[src/rtl/aluPkg.sv]
package aluPkg;

  typedef enum logic [3:0] {
    OP_ADD  = 4'd0,
    OP_SUB  = 4'd1,
    OP_AND  = 4'd2,
    OP_OR   = 4'd3,
    OP_NOR  = 4'd4,
    OP_SLL  = 4'd5,
    OP_SRL  = 4'd6,
    OP_SLT  = 4'd7,
    OP_SLTU = 4'd8,
    OP_LUI  = 4'd9
  } aluOpE;

  typedef enum logic [3:0] {
    SEL_SUM,
    SEL_AND,
    SEL_OR,
    SEL_NOR,
    SEL_SHL,
    SEL_SHR,
    SEL_LESS,
    SEL_UPPER,
    SEL_NONE
  } resultSelE;

  typedef struct packed {
    logic      invertB;
    logic      carryIn;
    logic      lessUnsigned;
    resultSelE resultSel;
  } aluStrobesT;

endpackage

[src/rtl/aluControl.sv]
module aluControl
  import aluPkg::*;
(
  input  logic [3:0] opSel,
  output aluStrobesT strobes
);

  always_comb begin
    strobes.invertB      = 1'b0;
    strobes.carryIn      = 1'b0;
    strobes.lessUnsigned = 1'b0;
    strobes.resultSel    = SEL_NONE;
    case (opSel)
      OP_ADD: strobes.resultSel = SEL_SUM;
      OP_SUB: begin
        strobes.invertB   = 1'b1;
        strobes.carryIn   = 1'b1;
        strobes.resultSel = SEL_SUM;
      end
      OP_AND: strobes.resultSel = SEL_AND;
      OP_OR:  strobes.resultSel = SEL_OR;
      OP_NOR: strobes.resultSel = SEL_NOR;
      OP_SLL: strobes.resultSel = SEL_SHL;
      OP_SRL: strobes.resultSel = SEL_SHR;
      OP_SLT: begin
        strobes.invertB   = 1'b1;
        strobes.carryIn   = 1'b1;
        strobes.resultSel = SEL_LESS;
      end
      OP_SLTU: begin
        strobes.invertB      = 1'b1;
        strobes.carryIn      = 1'b1;
        strobes.lessUnsigned = 1'b1;
        strobes.resultSel    = SEL_LESS;
      end
      OP_LUI: strobes.resultSel = SEL_UPPER;
      default: strobes.resultSel = SEL_NONE;
    endcase
  end

endmodule

[src/rtl/aluDatapath.sv]
module aluDatapath
  import aluPkg::*;
#(
  parameter int WIDTH = 32,
  parameter int IMMW  = 16,
  localparam int SHW  = $clog2(WIDTH)
) (
  input  aluStrobesT       strobes,
  input  logic [WIDTH-1:0] srcA,
  input  logic [WIDTH-1:0] srcB,
  input  logic [SHW-1:0]   shamt,
  input  logic             useImm,
  input  logic [IMMW-1:0]  imm,
  output logic [WIDTH-1:0] resNext,
  output logic             zeroNext
);

  localparam int EXTW = WIDTH - IMMW;

  logic [WIDTH-1:0] immExt;
  logic [WIDTH-1:0] opB;
  logic [WIDTH-1:0] opBx;
  logic [WIDTH:0]   sumFull;
  logic             carryOut;
  logic             lessSigned;
  logic             lessUns;
  logic             lessBit;
  logic [WIDTH-1:0] norBits;

  assign immExt = {{EXTW{imm[IMMW-1]}}, imm};
  assign opB    = useImm ? immExt : srcB;
  assign opBx   = opB ^ {WIDTH{strobes.invertB}};

  assign sumFull  = {1'b0, srcA} + {1'b0, opBx} + {{WIDTH{1'b0}}, strobes.carryIn};
  assign carryOut = sumFull[WIDTH];

  assign lessUns    = ~carryOut;
  assign lessSigned = (srcA[WIDTH-1] ^ opB[WIDTH-1]) ? srcA[WIDTH-1] : sumFull[WIDTH-1];
  assign lessBit    = strobes.lessUnsigned ? lessUns : lessSigned;

  for (genvar i = 0; i < WIDTH; i++) begin : g_nor
    assign norBits[i] = ~(srcA[i] | opB[i]);
  end

  always_comb begin
    case (strobes.resultSel)
      SEL_SUM:   resNext = sumFull[WIDTH-1:0];
      SEL_AND:   resNext = srcA & opB;
      SEL_OR:    resNext = srcA | opB;
      SEL_NOR:   resNext = norBits;
      SEL_SHL:   resNext = srcA << shamt;
      SEL_SHR:   resNext = srcA >> shamt;
      SEL_LESS:  resNext = {{(WIDTH-1){1'b0}}, lessBit};
      SEL_UPPER: resNext = {imm, {EXTW{1'b0}}};
      default:   resNext = '0;
    endcase
  end

  assign zeroNext = (resNext == '0);

endmodule

[src/rtl/intExecUnit.sv]
module intExecUnit
  import aluPkg::*;
#(
  parameter int WIDTH = 32,
  parameter int IMMW  = 16,
  localparam int SHW  = $clog2(WIDTH)
) (
  input  logic             clk,
  input  logic             rstN,
  input  logic [3:0]       opSel,
  input  logic [WIDTH-1:0] srcA,
  input  logic [WIDTH-1:0] srcB,
  input  logic [SHW-1:0]   shamt,
  input  logic             useImm,
  input  logic [IMMW-1:0]  imm,
  output logic [WIDTH-1:0] result,
  output logic             zero
);

  aluStrobesT       strobes;
  logic [WIDTH-1:0] resNext;
  logic             zeroNext;

  aluControl u_ctrl (
    .opSel  (opSel),
    .strobes(strobes)
  );

  aluDatapath #(.WIDTH(WIDTH), .IMMW(IMMW)) u_dp (
    .strobes (strobes),
    .srcA    (srcA),
    .srcB    (srcB),
    .shamt   (shamt),
    .useImm  (useImm),
    .imm     (imm),
    .resNext (resNext),
    .zeroNext(zeroNext)
  );

  always_ff @(posedge clk) begin
    if (!rstN) begin
      result <= '0;
      zero   <= 1'b1;
    end else begin
      result <= resNext;
      zero   <= zeroNext;
    end
  end

endmodule

[config.mk]
export PLATFORM = sky130hd
export DESIGN_NAME = intExecUnit
export DESIGN_NICKNAME = d
export VERILOG_FILES = /design/src/rtl/aluPkg.sv /design/src/rtl/aluControl.sv /design/src/rtl/aluDatapath.sv /design/src/rtl/intExecUnit.sv
export SDC_FILE = /design/constraint.sdc
export NUM_CORES = 1
export LEC_CHECK = 0
export BUFFER_PORTS_ARGS = -buffer_cell sky130_fd_sc_hd__buf_2
export CORE_UTILIZATION = 50
export CTS_CLUSTER_SIZE = 16
export DETAILED_ROUTE_END_ITERATION = 8
export PLACE_DENSITY = 0.71
export SLEW_MARGIN = 10
export SYNTH_ARGS = -nofsm -noshare
export SYNTH_HDL_FRONTEND = slang
export SYNTH_SLANG_ARGS = --single-unit
[constraint.sdc]
create_clock -name clk -period 11.7 [get_ports clk]
set_clock_uncertainty 0.05 [all_clocks]
set_input_delay 1.755 -clock clk [delete_from_list [all_inputs] [get_ports clk]]
set_output_delay 1.755 -clock clk [all_outputs]
set_load 0.01 [all_outputs]
**Yosys cells after proc, flatten, opt, wreduce, memory -nomap -nowiden**

Cells that the tools add are included.

- Bits of input ports: 92
- Word-level logic and storage cells: 104
- Output and inout bits: 33
- Register bits after elaboration: 33

- Shift operators: 2
- Reductions and logical operators: 6
- Mux-type cells: 7
- Equal/unequal tests: 16
- Bitwise logic cells: 69
- $add $sub $neg: 2

Operators with widths:

| cell | count |
|---|---|
| $pmux 32 s8 | 1 |
| $add 32x32->33 | 1 |
| $add 33x1->33 | 1 |
| $not 1->1 | 33 |
| $and 32x32->32 | 1 |
| $eq 4x3->1 const B | 8 |
| $logic_not 32->1 | 1 |
| $mux 32 | 1 |
| $or 1x1->1 | 32 |
| $or 32x32->32 | 1 |
| $pmux 4 s8 | 1 |
| $shl 32x5->32 | 1 |
| $shr 32x5->32 | 1 |
| $xor 32x32->32 | 1 |
| $eq 4x2->1 const B | 4 |
| $eq 4x1->1 const B | 2 |
| $eq 4x4->1 const B | 2 |
| $logic_not 4->1 | 2 |
| $reduce_or 2->1 | 2 |
| $mux 1 | 3 |
| $reduce_or 3->1 | 1 |
| $mux 2 | 1 |
| $xor 1x1->1 | 1 |

**Logic depth before layout (Yosys ltp)**

Gate-level depths: netlist of the first run.

- Depth after elaboration: 10
- Depth in mapped cells: 17
- Gate-level depth less buffers: 15

**Modules after synthesis**

Synthesis of the first run repeated with hierarchy kept, for this count alone.

- Cells, all modules: 1275
- Area total of the unflattened synthesis: 9347.7 µm²

Modules (own cells, without submodules):

| module | cells each | area an instance (µm²) | times used | sequential area each (µm²) |
|---|---|---|---|---|
| aluDatapath | 1190 | 8303.0 | 1 | 0.0 |
| intExecUnit | 69 | 923.4 | 1 | 660.6 |
| aluControl | 16 | 121.4 | 1 | 0.0 |

**Worst setup path after synthesis of the first run**

Ideal clock, no wire load.

- Path kind: input port to flip-flop
- From: in opSel[2]
- To: reg zero
- Path slack: 6.074 ns
- Cell stages on the path: 16
- Arrival time: 5.480 ns
- Required time: 11.554 ns
- Setup time: 0.096 ns
- Buffers on the path: 2
- Path through: buf_2 xnor2_1 a21oi_1 clkbuf_1 xnor2_1 ha_1 nor2b_1 o31ai_1 a211o_1 a31oi_1 or2_2 a221oi_1 nand3_1 a2111oi_2 nand4_1 o41ai_2

- Word-level cells in the longest chain between the ends: 10
- Elaborated cells between the ends (all ways): 32
- Those cells by class: 2 x add/sub; 16 x eq/ne; 6 x mux; 2 x bitwise; 6 x reduce/logical

Ends and longest elaborated chain:

| what | line | source |
|---|---|---|
| start: declaration | intExecUnit.sv:10 | `input logic [3:0] opSel,` |
| $eq 4x1->1 (tied with other cells) | aluControl.sv:13 | `case (opSel)` |
| $reduce_or 3->1 (no source line) | - |  |
| $mux 2 | aluControl.sv:13 |  |
| $xor 32x32->32 | aluDatapath.sv:32 | `assign opBx = opB ^ {WIDTH{strobes.invertB}};` |
| $add 32x32->33 | aluDatapath.sv:34 | `assign sumFull = {1'b0, srcA} + {1'b0, opBx} + {{WIDTH{1'b0}}, strobes.carryIn};` |
| $add 33x1->33 | aluDatapath.sv:34 |  |
| $mux 1 / $not 1->1 (equally long branches) | aluDatapath.sv:38, aluDatapath.sv:37 |  |
| $mux 1 | aluDatapath.sv:39 | `assign lessBit = strobes.lessUnsigned ? lessUns : lessSigned;` |
| $pmux 32 s8 (*) | aluDatapath.sv:46 | `case (strobes.resultSel)` |
| $logic_not 32->1 (*) | aluDatapath.sv:59 | `assign zeroNext = (resNext == '0);` |
| end signal: assignment | intExecUnit.sv:46 | `zero <= zeroNext;` |
| end: declaration | intExecUnit.sv:17 | `output logic zero` |

Every way passes the cells marked *; elsewhere a longest branch is shown, timed or not.
A chain may end at the register's enable or synchronous reset.

**Worst setup path in the final report of the first run**

- From: in opSel[3]
- To: reg zero

Same word-level chain as after synthesis.

==> results of run 1 <==
[logic make-up after synthesis]
kind of cell	after synthesis
AO/OA/AOI/OAI	390
XOR/XNOR	38
adder cells (fa/ha/maj)	37
buffers and inverters	112
flip-flops	33
multiplexers	136
AND/OR/NAND/NOR	399
[cell usage in the layout, fill, tap and decap left out, types with 10 or more instances in the layout]
master	n
inv_1	12
a21oi_1	88
nor3_1	35
nand2_1	123
mux2i_1	53
mux2_1	13
and2_1	18
nor4_1	10
nand4_1	20
nor2b_1	10
o22ai_1	39
mux4_2	35
a31oi_1	13
o21a_1	13
xnor2_1	14
o211ai_1	25
and3_1	10
nand3_1	26
buf_2	123
mux2_2	32
o21ai_1	12
xor2_1	24
a21o_1	10
a221oi_1	15
buf_4	17
nor2_1	92
a211oi_1	14
ha_1	33
o21ai_0	69
dfxtp_1	33
[power groups by stage]
stage	logic (W)	registers, W	clock network (W)
global placement	0.000521	0.000126	0
detailed placement	0.000518	0.000127	0
CTS	0.000520	0.000124	0.000152
finish	0.000543	0.000124	0.000151
floorplan	0.000351	0.000132	0
global route	0.000571	0.000125	0.000158
[metal layers]
layer / share of wire (%) / vias up / track usage, %
met3: 13 / 138 / 6.906
met1: 39 / 4867 / 60.89
met5: 0.19 / - / 3.509
li1: - / 4542 / -
met2: 42 / 877 / 66.64
met4: 6.4 / 2 / 25.39
[per-stage QoR]
step / util (%) / setup WS (ns) / instance area, µm² / power (W)
after floorplan: - / 6.074 / 8411 / 0.0004827
after global placement: 54.54 / 5.071 / 9012 / 0.0006475
after detailed placement: 54.54 / 5.045 / 9012 / 0.0006443
after CTS: 55.58 / 5.326 / 9185 / 0.0007970
after global routing: 55.58 / 5.072 / 9185 / 0.0008543
final: 55.58 / 5.215 / 9185 / 0.0008189
[final timing paths]
path                  from   end  slack, ns
hold / removal        rstN  zero       1.72
setup / recovery  opSel[3]  zero       5.22
[sequential cells by signal, summed over array words and instances, names as in the netlist]
signal / flops
zero: 1
result: 32
[final cells by class]
cell class / count / area, µm² / share of cell area [%]
inverters: 16 / 60.06 / 0.6539
repair buffers: 140 / 743.2 / 8.092
well taps: 220 / 275.3 / 2.997
multi-input cells: 1000 / 7273 / 79.19
flip-flops and latches: 33 / 660.6 / 7.192
clock inverters: 1 / 30.03 / 0.3269
clock buffers: 7 / 142.6 / 1.553
==> out/results.txt, run 1 <==
Share of layout cells above drive strength 1 = 19.63%
Dpl hpwl = 31.25 mm
Congestion Overflow GR = 0
Most numerous cell in the Yosys netlist = nand2_1
Dominant cell type by area after synthesis = mux4_2
Full die area = 17,340 µm²
Most used DFF post-synth = dfxtp_1
CP max stage delay = 0.76 ns
Compound-Gate Fraction of Synth Area = 30.76%
Fin nets = 1,322
CP endpoint kind = flop
Total track usage = 44.74%
WHS = 1.719 ns
Antenna-violating nets left = 0
Commonest cells in the netlist = nand2_1, nor2_1, a21oi_1
Number of I/O pins = 125
Worst Hold Depth = 2
DRC Markers = 0
Crit-path most repeated cell = nor2_1
Initial drt markers = 1,429
Final setup TNS = 0 ns
Worst IR Drop VDD = 0.08881 mV
Final Setup Violations = 0
Number of global-route vias before repair = 9,230
Clock network power share = 18.5%
RSZ-0062 raised after global routing = false
Fmax = 0.1542 GHz
CTS H-tree depth = 2
Share of the synthesized area in the top cell type = 9.372%
Sw frac = 48.57%
Tcrit/Tclk final = 55.43%
Clock-pin slew on the worst setup and hold paths = 0.05 ns
Fill cells = 1,656
Synthesized flop and latch total = 33
Number of synthesis warnings = 0
Root Buffer = clkbuf_16
Area Overhead vs Synth = 9.209%
Simple-gate share of the synthesized area = 23.58%
Leakage = 3.631 nW
Ant. Diodes = 0
Xor-xnor portion of the synthesized cell area = 3.957%
Placeable Area = 16,520 µm²
Initial antenna violation count = 0
Post-Syn Area per Cell = 7.345 µm²
Hold/Removal Path Class = in2reg
Worst Setup Start Kind = input pin
Critical-path maximum fanout = 31
Switching Power = 0.0003978 W
Mapped Cells = 1,145
Setup CP Type = in2reg
Count of different cell masters after synthesis = 85
Combinational power share = 66.3%
Routability Congestion = 1.118
Buffer depth of the longest clock path = 2
CTS resizes = 0
CTS tree = yes
Number of core rows = 47
Worst-Margin Slew = 1.225 ns
Clock sinks = 33
Synth async-reset ratio = 0%
Die width = 131.7 µm
# hold bufs at CTS = 0
Rel. slew slack = 17.19%
Post-CTS Setup Repair Bufs = 0
Ranking of synthesized cells by area = mux4_2, dfxtp_1, mux2i_1
Placed instance count = 1,409
Global-route wire length before repair = 58.22 mm
Critical Path AT = 6.62 ns
CTS buffer count = 5
Vias/cell = 7.358
Finished Layout Cells = 1,417
Run status = complete, no violations
Vias after detailed routing = 10,426
Routed WL = 39.96 mm
Initial core utilization = 50.90%
Reg power frac = 15.2%
WP buf/inv = 2
Mux share of post-synthesis cell area = 22.23%
Internal Power = 0.0004212 W
CP delay by family, top = simple AND/OR/NAND/NOR gates
Syn nets = 1,271
Wire per inst = 28.20 µm
Cell chain of the critical path = buf_2 > nor4b_2 > a21oi_4 > buf_4 > xor2_1 > ha_1 > a21oi_1 > o21a_1 > nor2_1 > nor2_1 > o22ai_1 > a221oi_1 > o311ai_1 > or3_1 > or4_1 > o41ai_2
Sequential area share after synthesis = 7.855%
Netlist Area Pre-Place = 8411 µm²
Max cap viols = 0
WP data required = 11.83 ns
PD cells = 89.16 nW/µm²
Adder-Cell Fraction of Synth Area = 5.504%
Post-synth EDFFs = 0
Largest family of logic cells by synthesized area = compound AO/OA/AOI/OAI gates
Max-slew violation count = 0
Largest net degree at the start of global routing = 66
Fin crit period = 6.485 ns
Detailed Routing Iterations Pass 1 = 7
Die Ht = 131.7 µm
Final hold vios = 0
CP max-delay cell = nor4b_2
WP depth = 16
Port Buffers = 124
(Power assumes the default switching activity.)
==> run 2, diff against run 1 <==
--- a/config.mk
+++ b/config.mk
@@ -9,7 +9,7 @@
 export CORE_UTILIZATION = 50
 export CTS_CLUSTER_SIZE = 16
 export DETAILED_ROUTE_END_ITERATION = 8
-export PLACE_DENSITY = 0.71
+export PLACE_DENSITY = 0.74
 export SLEW_MARGIN = 10
 export SYNTH_ARGS = -nofsm -noshare
 export SYNTH_HDL_FRONTEND = slang
==> constraint.sdc (replaced) <==
create_clock -name clk -period 5.45 [get_ports clk]
set_clock_uncertainty 0.05 [all_clocks]
set_input_delay 0.8175 -clock clk [delete_from_list [all_inputs] [get_ports clk]]
set_output_delay 0.8175 -clock clk [all_outputs]
set_load 0.01 [all_outputs]
==> run 2 against run 1 <==
Effect of this change:
- hold slack got worse by 0.94 ns
- design area increased by 2.5%
- clock power increased by 110%
- first-iteration DRC count increased by 14%
- global-route usage increased by 0.30 points
- flip-flop and latch count unchanged
- routed wire length decreased by 1.0%
- critical path depth unchanged
- cell count increased by 1.9%
- clock-buffer cell count unchanged
- non-clock buffer count increased by 27
- critical path type unchanged
- highest routed layer is now met4
==> out/results.txt, run 2 (synthesis results as in run 1) <==
CTS buffer count = 5 (unchanged)
Hold/Removal Path Class = in2reg
Total Power = 0.001779 W (+120%)
Fin nets = 1,349 (+2.0%)
Global-route wire length before repair = 59.07 mm (+1.5%)
Share of layout cells above drive strength 1 = 21.49% (+1.9 points)
Antenna-violating nets left = 0 (unchanged)
Initial core utilization = 50.90% (unchanged)
Wire per inst = 27.38 µm (-2.9%)
Max-slew violation count = 0 (unchanged)
PD cells = 189.1 nW/µm² (+110%)
Buffer depth of the longest clock path = 2 (unchanged)
Top flop regs = result x32, zero x1
Fin crit period = 5.145 ns
Congestion Overflow GR = 0 (unchanged)
Largest register FFs = 32 (unchanged)
Setup crit end = zero
Routability Congestion = 1.111 (-0.67%)
Initial drt markers = 1,622 (+14%)
Ant. Diodes = 0 (unchanged)
Die Ht = 131.7 µm (unchanged)
Rel. slew slack = 28.62% (+11 points)
Worst-Margin Slew = 1.068 ns (-0.1571 ns)
Port Buffers = 124 (unchanged)
Register Area = 660.6 µm² (unchanged)
Placeable Area = 16,520 µm² (unchanged)
Max cap viols = 0 (unchanged)
Dpl hpwl = 31.72 mm (+1.5%)
Die width = 131.7 µm (unchanged)
Critical-path maximum fanout = 16 (-48%)
Post-CTS Setup Repair Bufs = 0 (unchanged)
Commonest cells after routing, fill and taps aside = nand2_1, buf_2, nor2_1
Fill cells = 1,645 (-0.66%)
Most flops, register = result
Clock sinks = 33 (unchanged)
Clock-pin slew on the worst setup and hold paths = 0.05 ns (about the same)
Setup CP Type = in2reg
Final Setup Violations = 0 (unchanged)
Final hold vios = 0 (unchanged)
Placed inst area = 9238 µm² (+2.5%)
Tcrit/Tclk final = 94.40%
DRC Markers = 0 (unchanged)
CTS resizes = 0 (unchanged)
Full die area = 17,340 µm² (unchanged)
Initial antenna violation count = 0 (unchanged)
Root Buffer = clkbuf_16
CP endpoint kind = flop
Leakage = 3.765 nW (+3.7%)
Worst Setup Start Kind = input pin
Vias/cell = 7.178 (-2.4%)
Placement Setup Slack = 0.2589 ns (-4.786 ns)
RSZ-0062 raised after global routing = false
Critical Path AT = 5.28 ns (-1.34 ns)
Number of I/O pins = 125 (unchanged)
CTS tree = yes
Routed WL = 39.54 mm (-1.0%)
Run status = complete, no violations
# hold bufs at CTS = 0 (unchanged)
Post-route cell area = 9410 µm² (+2.5%)
Number of core rows = 47 (unchanged)
Number of global-route vias before repair = 9,385 (+1.7%)
Vias after detailed routing = 10,365 (-0.59%)
Total track usage = 45.04% (+0.30 points)
CTS H-tree depth = 2 (unchanged)
Worst IR Drop VDD = 0.2675 mV (+200%)
Largest net degree at the start of global routing = 49 (-26%)
WP data required = 5.58 ns (-6.25 ns)
Final setup TNS = 0 ns (unchanged)
Critical Path Start = useImm
Final setup margin = 0.3054 ns (-4.910 ns)
Detailed Routing Iterations Pass 1 = 6 (-1)
Area Overhead vs Synth = 11.89%
Fmax = 0.1944 GHz
Area occupied by multi-input gates = 7271 µm² (about the same)
==> run 2: layer usage <==
layer | wire length (µm) | part of all wire (%) | vias up | global-route usage [%]
met5 | 0 | 0 | - | 0
met4 | 2252 | 5.7 | 0 | 23.13
met3 | 4837 | 12 | 132 | 8.526
met2 | 16820 | 43 | 773 | 67.49
met1 | 15630 | 40 | 4856 | 61.19
li1 | - | - | 4604 | -
==> run 2: how the worst min path moves through the flow <==
stage,depth (start not counted),slack [ns],end,startpoint
detailed placement,2,1.06,zero,rstN
finish,2,0.78,zero,rstN
global route,2,0.79,zero,rstN
global placement,2,1.06,zero,rstN
CTS,2,0.78,zero,rstN
floorplan,1,0.89,result[2],rstN
==> run 2: stage by stage <==
stage               hold slack, ns  utilization [%]  cells
floorplan                   0.8892                -   1145
global placement             1.060            55.90   1436
detailed placement           1.059            55.90   1436
CTS                         0.7774            56.95   1444
global route                0.7856            56.95   1444
finish                      0.7769            56.95   1444
==> run 2: critical path, cell delays in order <==
cell      delay [ns]
buf_2           0.39
buf_4           0.26
buf_4           0.14
mux2i_1         0.40
xor2_1          0.12
ha_1            0.44
a21oi_1         0.26
o21a_1          0.22
nor2_1          0.06
nor2_1          0.27
o22ai_1         0.17
a221oi_1        0.49
o311ai_1        0.21
or3_1           0.41
or4_1           0.42
o41ai_2         0.19
==> run 2: report_power, final <==
group / switching (W) / internal (W)
sequential: 0.00000408 / 0.000262
clock: 0.0000949 / 0.000228
combinational: 0.000756 / 0.000434
total: 0.000855 / 0.000924
==> run 2: layout make-up <==
class,count,share of cell area (%)
multi-input cells,1000,77.26
repair buffers,167,10.32
flip-flops and latches,33,7.020
well taps,220,2.925
clock buffers,7,1.516
inverters,16,0.6382
clock inverters,1,0.3191
